==> config.mk <==
export PLATFORM = sky130hd
export DESIGN_NAME = vic_top
export DESIGN_NICKNAME = d
export VERILOG_FILES = /design/src/rtl/vic_pkg.sv /design/src/rtl/vic_source.sv /design/src/rtl/vic_arbiter.sv /design/src/rtl/vic_nest_stack.sv /design/src/rtl/vic_top.sv
export SDC_FILE = /design/constraint.sdc
export NUM_CORES = 2
export LEC_CHECK = 0
export CAP_MARGIN = 20
export CORE_MARGIN = 5
export CORE_UTILIZATION = 33
export DETAILED_ROUTE_END_ITERATION = 8
export DONT_BUFFER_PORTS = 1
export GPL_TIMING_DRIVEN = 1
export SLEW_MARGIN = 20
export SYNTH_ARGS = -nofsm -noshare
export SYNTH_HDL_FRONTEND = slang
export SYNTH_SLANG_ARGS = --single-unit
==> constraint.sdc <==
create_clock -name clk -period 74.7 [get_ports clk]
set_input_delay 22.41 -clock clk [delete_from_list [all_inputs] [get_ports clk]]
set_output_delay 22.41 -clock clk [all_outputs]
set_load 0.02 [all_outputs]
==> src/rtl/vic_pkg.sv <==
package vic_pkg;

    localparam int ADDR_W = 7;
    localparam int DATA_W = 32;
    localparam int PRIO_W = 3;

    typedef logic [PRIO_W-1:0] prio_t;

    // bit 0: edge sensitive, bit 1: active-low polarity
    typedef enum logic [1:0] {
        TRIG_LVL_HI = 2'd0,
        TRIG_RISE   = 2'd1,
        TRIG_LVL_LO = 2'd2,
        TRIG_FALL   = 2'd3
    } trig_e;

    typedef struct packed {
        trig_e trig;
        prio_t prio;
    } mode_t;

    localparam logic [ADDR_W-1:0] A_MODE_BASE = 7'h00;
    localparam logic [ADDR_W-1:0] A_VEC_BASE  = 7'h20;
    localparam logic [ADDR_W-1:0] A_IVR       = 7'h40;
    localparam logic [ADDR_W-1:0] A_STAT      = 7'h41;
    localparam logic [ADDR_W-1:0] A_MASK      = 7'h42;
    localparam logic [ADDR_W-1:0] A_EN        = 7'h43;
    localparam logic [ADDR_W-1:0] A_DIS       = 7'h44;
    localparam logic [ADDR_W-1:0] A_CLR       = 7'h45;
    localparam logic [ADDR_W-1:0] A_EOI       = 7'h46;
    localparam logic [ADDR_W-1:0] A_SPU       = 7'h47;

    // internal sources cannot use the low/falling polarity
    function automatic trig_e legal_trig(input logic [1:0] t, input logic ext);
        return trig_e'(ext ? t : {1'b0, t[0]});
    endfunction

    function automatic mode_t word_to_mode(input logic [DATA_W-1:0] w, input logic ext);
        mode_t m;
        m.trig = legal_trig(w[5:4], ext);
        m.prio = w[PRIO_W-1:0];
        return m;
    endfunction

    function automatic logic [DATA_W-1:0] mode_to_word(input mode_t m);
        return {26'd0, m.trig, 1'b0, m.prio};
    endfunction

endpackage

==> src/rtl/vic_source.sv <==
module vic_source
    import vic_pkg::*;
(
    input  logic  clk,
    input  logic  rst,
    input  logic  raw,
    input  trig_e trig,
    input  logic  ack,
    input  logic  clr,
    output logic  pend
);
    logic sync1, sync2, prev, latch;
    logic act_now, act_prev, edge_hit;

    assign act_now  = sync2 ^ trig[1];
    assign act_prev = prev ^ trig[1];
    assign edge_hit = trig[0] && act_now && !act_prev;

    always_ff @(posedge clk) begin
        if (rst) begin
            sync1 <= 1'b0;
            sync2 <= 1'b0;
            prev  <= 1'b0;
            latch <= 1'b0;
        end else begin
            sync1 <= raw;
            sync2 <= sync1;
            prev  <= sync2;
            if (clr || ack)
                latch <= 1'b0;
            else if (edge_hit)
                latch <= 1'b1;
        end
    end

    assign pend = trig[0] ? latch : act_now;

    // a clear or acknowledge empties the edge latch
    a_r9_latch_cleared: assert property (@(posedge clk) disable iff (rst)
        (clr || ack) |=> !latch);

endmodule

==> src/rtl/vic_arbiter.sv <==
module vic_arbiter
    import vic_pkg::*;
#(
    parameter int NSRC = 32,
    parameter int ID_W = 5
)(
    input  logic [NSRC-1:0] req,
    input  prio_t           prio [NSRC],
    output logic            valid,
    output logic [ID_W-1:0] id,
    output prio_t           best
);
    // strict compare keeps the lowest index on ties
    always_comb begin
        valid = 1'b0;
        id    = '0;
        best  = '0;
        for (int n = 0; n < NSRC; n++) begin
            if (req[n] && (!valid || prio[n] > best)) begin
                valid = 1'b1;
                id    = ID_W'(n);
                best  = prio[n];
            end
        end
    end
endmodule

==> src/rtl/vic_nest_stack.sv <==
module vic_nest_stack
    import vic_pkg::*;
#(
    parameter int DEPTH = 8,
    parameter int ID_W  = 5
)(
    input  logic            clk,
    input  logic            rst,
    input  logic            push,
    input  logic            pop,
    input  logic [ID_W-1:0] push_id,
    input  prio_t           push_prio,
    output logic            empty,
    output logic            full,
    output logic [ID_W-1:0] top_id,
    output prio_t           top_prio
);
    localparam int CNT_W = $clog2(DEPTH + 1);
    localparam int IX_W  = (DEPTH > 1) ? $clog2(DEPTH) : 1;

    logic [ID_W-1:0] id_q   [DEPTH];
    prio_t           prio_q [DEPTH];
    logic [CNT_W-1:0] cnt;
    logic [IX_W-1:0]  top_ix;

    assign empty    = (cnt == '0);
    assign full     = (cnt == CNT_W'(DEPTH));
    assign top_ix   = IX_W'(cnt - 1'b1);
    assign top_id   = id_q[top_ix];
    assign top_prio = prio_q[top_ix];

    always_ff @(posedge clk) begin
        if (rst) begin
            cnt <= '0;
            for (int k = 0; k < DEPTH; k++) begin
                id_q[k]   <= '0;
                prio_q[k] <= '0;
            end
        end else if (push && !full) begin
            id_q[IX_W'(cnt)]   <= push_id;
            prio_q[IX_W'(cnt)] <= push_prio;
            cnt <= cnt + 1'b1;
        end else if (pop && !empty) begin
            cnt <= cnt - 1'b1;
        end
    end

    a_r8_no_overflow: assert property (@(posedge clk) disable iff (rst)
        push |-> !full);
    a_r8_no_underflow: assert property (@(posedge clk) disable iff (rst)
        pop |-> !empty);
    a_r8_depth_bound: assert property (@(posedge clk) disable iff (rst)
        cnt <= CNT_W'(DEPTH));
    a_r8_single_op: assert property (@(posedge clk) disable iff (rst)
        !(push && pop));
    // each nested entry outranks the one beneath it
    a_r7_nest_rises: assert property (@(posedge clk) disable iff (rst)
        (push && !empty) |=> top_prio > $past(top_prio));

endmodule

==> src/rtl/vic_top.sv <==
module vic_top
    import vic_pkg::*;
#(
    parameter int               NSRC     = 32,
    parameter int               VEC_W    = 32,
    parameter int               DEPTH    = 8,
    parameter logic [NSRC-1:0]  EXT_MASK = 32'hF000_0000
)(
    input  logic              clk,
    input  logic              rst,
    input  logic [NSRC-1:0]   src_in,
    input  logic              wr_en,
    input  logic              rd_en,
    input  logic [6:0]        addr,
    input  logic [31:0]       wdata,
    output logic [31:0]       rdata,
    output logic              irq_out
);
    localparam int ID_W = (NSRC > 1) ? $clog2(NSRC) : 1;

    mode_t            mode_q [NSRC];
    logic [VEC_W-1:0] vec_q  [NSRC];
    prio_t            prio_v [NSRC];
    logic [NSRC-1:0]  mask_q, pend, ack, clr;
    logic [VEC_W-1:0] spu_q;
    logic [31:0]      rdata_q, rd_mux;

    logic             win_valid, grant, ivr_rd, push, pop;
    logic [ID_W-1:0]  win_id, top_id;
    prio_t            win_prio, top_prio;
    logic             stk_empty, stk_full;
    logic [ID_W-1:0]  aidx;

    assign aidx   = addr[ID_W-1:0];
    assign ivr_rd = rd_en && (addr == A_IVR);
    assign grant  = win_valid && (stk_empty || win_prio > top_prio);
    assign push   = ivr_rd && grant;
    assign pop    = wr_en && (addr == A_EOI) && !stk_empty;
    assign clr    = (wr_en && addr == A_CLR) ? wdata[NSRC-1:0] : '0;
    assign irq_out = grant;
    assign rdata   = rdata_q;

    // per-source configuration and pending logic
    for (genvar i = 0; i < NSRC; i++) begin : g_src
        always_ff @(posedge clk) begin
            if (rst) begin
                mode_q[i] <= '0;
                vec_q[i]  <= '0;
            end else if (wr_en && addr == ADDR_W'(int'(A_MODE_BASE) + i)) begin
                mode_q[i] <= word_to_mode(wdata, EXT_MASK[i]);
            end else if (wr_en && addr == ADDR_W'(int'(A_VEC_BASE) + i)) begin
                vec_q[i] <= wdata[VEC_W-1:0];
            end
        end

        assign prio_v[i] = mode_q[i].prio;
        assign ack[i]    = push && (win_id == ID_W'(i));

        vic_source u_src (
            .clk  (clk),
            .rst  (rst),
            .raw  (src_in[i]),
            .trig (mode_q[i].trig),
            .ack  (ack[i]),
            .clr  (clr[i]),
            .pend (pend[i])
        );

        if (!EXT_MASK[i]) begin : g_int
            // internal sources never hold the low/falling polarity
            a_r3_internal_polarity: assert property (@(posedge clk) disable iff (rst)
                !mode_q[i].trig[1]);
        end
    end

    vic_arbiter #(.NSRC(NSRC), .ID_W(ID_W)) u_arb (
        .req   (pend & mask_q),
        .prio  (prio_v),
        .valid (win_valid),
        .id    (win_id),
        .best  (win_prio)
    );

    vic_nest_stack #(.DEPTH(DEPTH), .ID_W(ID_W)) u_stk (
        .clk       (clk),
        .rst       (rst),
        .push      (push),
        .pop       (pop),
        .push_id   (win_id),
        .push_prio (win_prio),
        .empty     (stk_empty),
        .full      (stk_full),
        .top_id    (top_id),
        .top_prio  (top_prio)
    );

    // mask and spurious word
    always_ff @(posedge clk) begin
        if (rst) begin
            mask_q <= '0;
            spu_q  <= '0;
        end else if (wr_en) begin
            if (addr == A_EN)
                mask_q <= mask_q | wdata[NSRC-1:0];
            else if (addr == A_DIS)
                mask_q <= mask_q & ~wdata[NSRC-1:0];
            else if (addr == A_SPU)
                spu_q <= wdata[VEC_W-1:0];
        end
    end

    // read mux, registered on the strobe
    always_comb begin
        rd_mux = '0;
        if (addr < A_VEC_BASE) begin
            if (int'(addr) < NSRC)
                rd_mux = mode_to_word(mode_q[aidx]);
        end else if (addr < A_IVR) begin
            if (int'(addr) - int'(A_VEC_BASE) < NSRC)
                rd_mux = 32'(vec_q[aidx]);
        end else if (addr == A_IVR) begin
            rd_mux = grant ? 32'(vec_q[win_id]) : 32'(spu_q);
        end else if (addr == A_STAT) begin
            rd_mux = stk_empty ? 32'd0 : 32'(top_id);
        end else if (addr == A_MASK) begin
            rd_mux = 32'(mask_q);
        end else if (addr == A_SPU) begin
            rd_mux = 32'(spu_q);
        end
    end

    always_ff @(posedge clk) begin
        if (rst)
            rdata_q <= '0;
        else if (rd_en)
            rdata_q <= rd_mux;
    end

    a_r1_enable_sets: assert property (@(posedge clk) disable iff (rst)
        (wr_en && addr == A_EN) |=>
            ((mask_q & $past(wdata[NSRC-1:0])) == $past(wdata[NSRC-1:0])));
    a_r1_disable_clears: assert property (@(posedge clk) disable iff (rst)
        (wr_en && addr == A_DIS) |=> ((mask_q & $past(wdata[NSRC-1:0])) == '0));
    a_r5_spurious_word: assert property (@(posedge clk) disable iff (rst)
        (ivr_rd && !grant) |=> (rdata == 32'($past(spu_q))));
    a_r10_masked_never_wins: assert property (@(posedge clk) disable iff (rst)
        push |-> mask_q[win_id]);

endmodule

== Word-level counts from Yosys, hierarchy flattened ==
Memory sizes are Yosys's and may differ from the RTL's.
Index checks and enable logic that the tools add are counted.
Cells by class
  add/sub/neg operators: 3
  magnitude comparators: 36
  eq/ne operators: 103
  muxes and demuxes: 441
  bitwise gates (word level): 134
  reductions and logical operators: 369
Operators with widths (number)
  $mux 32: 43
  $mux 1: 296
  $mux 5: 50
  $eq 7x6->1 const B: 32
  $logic_and 1x1->1: 199
  $mux 3: 39
  $eq 7x5->1 const B: 16
  $gt 3x3->1: 32
  $eq 5x5->1 const B: 16
  $logic_not 1->1: 65
  $and 32x32->32: 2
  $logic_or 1x1->1: 64
  $or 1x1->1: 64
  $reduce_or 2->1: 32
  $xor 1x1->1: 64
  $eq 7x4->1 const B: 8
  $eq 7x7->1 const B: 8
  $eq 5x4->1 const B: 8
  $mux 4: 10
  $not 32->32: 1
  $or 32x32->32: 1
  $eq 7x3->1 const B: 4
  $eq 5x3->1 const B: 4
  $eq 7x2->1 const B: 2
  other kinds (21): 26
Word-level totals
  flip-flop bits (word level): 228
  RAM bits: 1248
  input bits: 75
  output and inout bits: 33
  word-level logic and storage cells: 1222
  memories: 4
Memories
  vec_q: depth 32, bits a word 32, read ports 2, clocked after Yosys merged registers in 0, wr ports 32, RTL line vic_top.sv:22  | logic [VEC_W-1:0] vec_q [NSRC];
  mode_q: depth 32, bits a word 5, read ports 33, clocked after Yosys merged registers in 0, wr ports 32, RTL line vic_top.sv:21  | mode_t mode_q [NSRC];
  u_stk.id_q: depth 8, bits a word 5, read ports 1, clocked after Yosys merged registers in 0, wr ports 8, RTL line vic_nest_stack.sv:21  | logic [ID_W-1:0] id_q [DEPTH];
  u_stk.prio_q: depth 8, bits a word 3, read ports 1, clocked after Yosys merged registers in 0, wr ports 8, RTL line vic_nest_stack.sv:22  | prio_t prio_q [DEPTH];

== Logic depth before layout (Yosys ltp) ==
An unclocked memory read counts as a cell.
  depth in word-level cells: 139
  depth in mapped cells: 292
  mapped depth without buffers: 285

== Modules after synthesis ==
Synthesis repeated with hierarchy kept, for this count alone.
Second synthesis, totals
  cells, all modules: 6260
  area total of the unflattened synthesis: 79759.0 µm²
By module, submodules not included
  vic_top: times used 1, cells an instance 4859, area each 66716.5 µm², seq. area each 36635.1 µm²
  vic_source: times used 32, cells an instance 14, area each 152.6 µm², seq. area each 80.1 µm²
  vic_arbiter: times used 1, cells an instance 731, area each 4839.6 µm², seq. area each 0.0 µm²
  vic_nest_stack: times used 1, cells an instance 222, area each 3318.2 µm², seq. area each 2001.9 µm²

== Worst setup path before layout ==
No wires, ideal clock.
  kind: reg2out
  start point: memory mode_q[0][3] (netlist name)
  end point: output irq_out
  data arrival time: 45.331 ns
  required time: 52.290 ns
  slack: 6.959 ns
  stages on the path, launching flop included: 248
  buffers on the path: 6
  cell sequence: edfxtp_1 mux2_4 and2_1 nand2_1 ha_1 and3b_1 o21ai_0 o21a_1 a22o_1 inv_1 ha_1 a211o_1 a21o_1 a221oi_1 or2_2 ha_1 o21a_1 o211a_1 [212 not listed] a21o_1 ha_1 a21o_1 a21oi_1 a31oi_1 o21a_1 clkbuf_1 or3_1 a211oi_2 o211a_1 or3_1 ha_1 inv_1 a21o_1 a21oi_1 a31oi_1 o32ai_1 inv_1
RTL lines
  from (decl): RTL line vic_top.sv:21
  to (decl): RTL line vic_top.sv:17  | output logic irq_out

==> out/results.tsv <==
metric	value	unit
Detail Placement HPWL	194	mm
wire per inst	33.5	um
DRT Pass-1 Iters	8	
full die area	249000	um^2
Sink Count	1448	
Starting Density	0.331	
Vert. Die Dim	499	um
vias per cell	6.14	
Final period util	0.961	
Max VDD drop	0.0000277	V
CP required	52.29	ns
GPL Wtd Cong	0.951	
status	completed	
Synth cell types	112	
Avg Inst Size Synth	11.6	um^2
Yosys warnings	0	
first-pass GRT wire length	456	mm
critical path type	reg2out	
core footprint	238000	um^2
Hold Crit Class	reg2reg	
Crit path max-delay family	compound AO/OA/AOI/OAI gates	
Bufs and invs on worst path	15	
CP startpoint kind	flip-flop	
NumNets Final	6685	
max-cap violations	0	
hold buffers post-CTS	0	
Port Buffers	0	
worst skew pair latency	0.85	ns
Setup violations, final	0	
DRT iter0 DRCs	9646	
Synth-to-Final Area Change	11.1	%
CP Max Fanout	11	
worst r2r src	mode_q[0][3]$_SDFFCE_PN0P_	
CTS H-Tree Depth	4	
Fill cells	22900	
Leak Pwr	30.4	nW
synthesized instance count	6820	
Final Critical Period	71.77	ns
hold_sp	g_src[9].u_src.sync1$_SDFF_PP0_	
Design Area, Final	87600	um^2
site row count	179	
number of global-route vias before repair	58300	
EDFF count, synth	1220	
Post-Place Cell Area	81900	um^2
Residual DRC	0	
CP max stage cell	or4b_2	
register bit total from synthesis	1448	
final setup skew	0.0325	ns
Max-slew headroom	0.206	
layout cells sized above 1	0.158	
max incr delay on CP	0.61	ns
register area share after synthesis	0.523	
WHS	0.438	ns
Worst Setup SP	mode_q[0][3]$_SDFFCE_PN0P_	
Mapped Area	78800	um^2
post-route ant nets	0	
async set-or-reset flop fraction in the synthesized netlist	0	
clock root buffer	clkbuf_16	
Routed WL	330	mm
Slew Viols, Final	0	
worst-margin pin slew	1.19	ns
largest net degree at the start of global routing	308	
CTS tree	yes	
Vias	60500	
Final Hold Fails	0	
Critical Path Sink Type	primary output	
antenna violations before repair	40	
grt ovf	0	
PwrDens	21.4	nW/um^2
max frequency	0.0139	GHz
Most used DFF post-synth	edfxtp_1	
overall routing resource usage	0.256	
Critical Path AT	49.36	ns
Syn Nets	6970	
total CTS buffers	158	
clk buf depth	3	
I/O pins	108	
Die Wd	499	um
Reg clk slew, reported paths	0.06	ns
==> cell families after synthesis <==
logic type	share of synthesized area
AND/OR/NAND/NOR	0.189
adder cells (fa/ha/maj)	0.0119
AO/OA/AOI/OAI	0.0915
multiplexers	0.145
XOR/XNOR	0.000889
buffers and inverters	0.0388
flip-flops	0.523
==> flip-flops by register name, summed over array words and instances, names as in the netlist, named ones only <==
signal and cells:
vec_q 1024, mode_q 132, u_stk.id_q 40, g_src.u_src.latch 32, g_src.u_src.prev 32, g_src.u_src.sync1 32, g_src.u_src.sync2 32, rdata 32
spu_q 32, u_stk.prio_q 24, u_stk.cnt 4
==> cells in the mapped netlist (14+ instances only) <==
library cell / instances / area (um^2)
a2111oi_0: 22 / 193
a211o_1: 50 / 438
a211oi_1: 77 / 578
a21o_1: 75 / 563
a21oi_1: 286 / 1430
a221o_1: 17 / 170
a221oi_1: 24 / 210
a31oi_1: 74 / 463
a32oi_1: 36 / 315
and2_1: 1053 / 6590
and3_1: 152 / 951
buf_1: 60 / 225
buf_2: 57 / 285
buf_4: 21 / 158
clkbuf_1: 464 / 1740
dfxtp_1: 228 / 4560
edfxtp_1: 1220 / 36600
ha_1: 75 / 938
inv_1: 136 / 510
mux2_2: 69 / 777
mux2i_1: 200 / 2000
mux4_2: 381 / 8580
nand2_1: 781 / 2930
nand2b_1: 33 / 206
nand3_1: 235 / 1180
nand4_1: 21 / 131
nor2_1: 300 / 1130
nor2b_1: 125 / 782
nor3_1: 29 / 145
nor4_1: 37 / 231
o2111ai_1: 15 / 131
o211ai_1: 14 / 105
o21a_1: 16 / 120
o21ai_0: 105 / 526
o22a_1: 25 / 219
o22ai_1: 70 / 438
==> repair_timing <==
item,CTS,global route
resized for setup,8,52
endpoints found under the setup margin,1,1
buffers inserted,1,20
pin swaps,1,11
==> layout by cell type, fill, tap and decap left out, types with 17 or more instances in the layout <==
cell type / synthesis / routed
a21o_2: 0 / 22
a221oi_1: 24 / 23
mux4_2: 381 / 381
nor2b_1: 125 / 124
nor4_1: 37 / 36
nand2_1: 781 / 776
mux2_2: 69 / 69
nand4_1: 21 / 21
clkinv_2: 0 / 35
diode_2: 0 / 22
nor2_1: 300 / 252
clkbuf_16: 0 / 159
and3_1: 152 / 152
mux2i_1: 200 / 198
and2_1: 1053 / 1053
a2111oi_0: 22 / 22
edfxtp_1: 1220 / 1220
nand3_1: 235 / 234
nand2b_1: 33 / 32
nor3_1: 29 / 27
a21oi_1: 286 / 277
a31oi_1: 74 / 72
a221o_1: 17 / 17
a211oi_1: 77 / 73
buf_4: 21 / 167
ha_1: 75 / 75
clkinv_1: 0 / 22
clkbuf_1: 464 / 29
o22ai_1: 70 / 70
nor2_4: 1 / 39
inv_1: 136 / 135
a32oi_1: 36 / 34
o21ai_0: 105 / 96
a21o_1: 75 / 43
dfxtp_1: 228 / 228
o22a_1: 25 / 25
a211o_1: 50 / 49
==> layer usage <==
layer / vias to the layer above / part of all wire / GRT usage / routed length, um
met5: - / 0.00066 / 0.00502 / 219
met4: 10 / 0.062 / 0.140 / 20400
met3: 1091 / 0.13 / 0.0844 / 43300
met2: 4465 / 0.44 / 0.391 / 146000
met1: 30400 / 0.37 / 0.321 / 121000
li1: 24600 / - / - / -
==> report_power, final <==
group	switching (mW)	internal (mW)
combinational	0.0729	0.0596
sequential	0.0273	0.913
clock	0.357	0.448
total	0.457	1.42
==> final cells by class <==
cell class	count	area [um^2]	share of cell area
clock buffer	201	4270	0.0487
antenna	22	55.1	0.000629
multi-input combinational	4620	35300	0.403
inverter	137	520	0.00594
sequential	1448	41200	0.471
clock inverter	94	942	0.0108
timing repair buffer	170	1320	0.0151
tap	3167	3960	0.0453
==> through the flow <==
step / utilization / setup TNS, ns / power, mW / setup WS [ns] / std cells
floorplan: - / 0 / 1.05 / 6.96 / 6820
global placement: 0.344 / 0 / 1.08 / 0.623 / 9519
detailed placement: 0.344 / 0 / 1.08 / 0.116 / 9520
CTS: 0.366 / 0 / 1.88 / 0.0319 / 9816
global route: 0.368 / -0.140 / 1.92 / -0.140 / 9840
finish: 0.368 / 0 / 1.88 / 2.93 / 9859
==> worst paths after layout <==
path | end | depth (start not counted) | slack, ns
min reg2reg | g_src[9].u_src.sync2$_SDFF_PP0_ | 1 | 0.44
min | g_src[9].u_src.sync2$_SDFF_PP0_ | 1 | 0.44
max reg2reg | rdata[25]$_SDFFE_PP0P_ | 257 | 23.91
max | irq_out | 251 | 2.93
(Power assumes the default switching activity.)
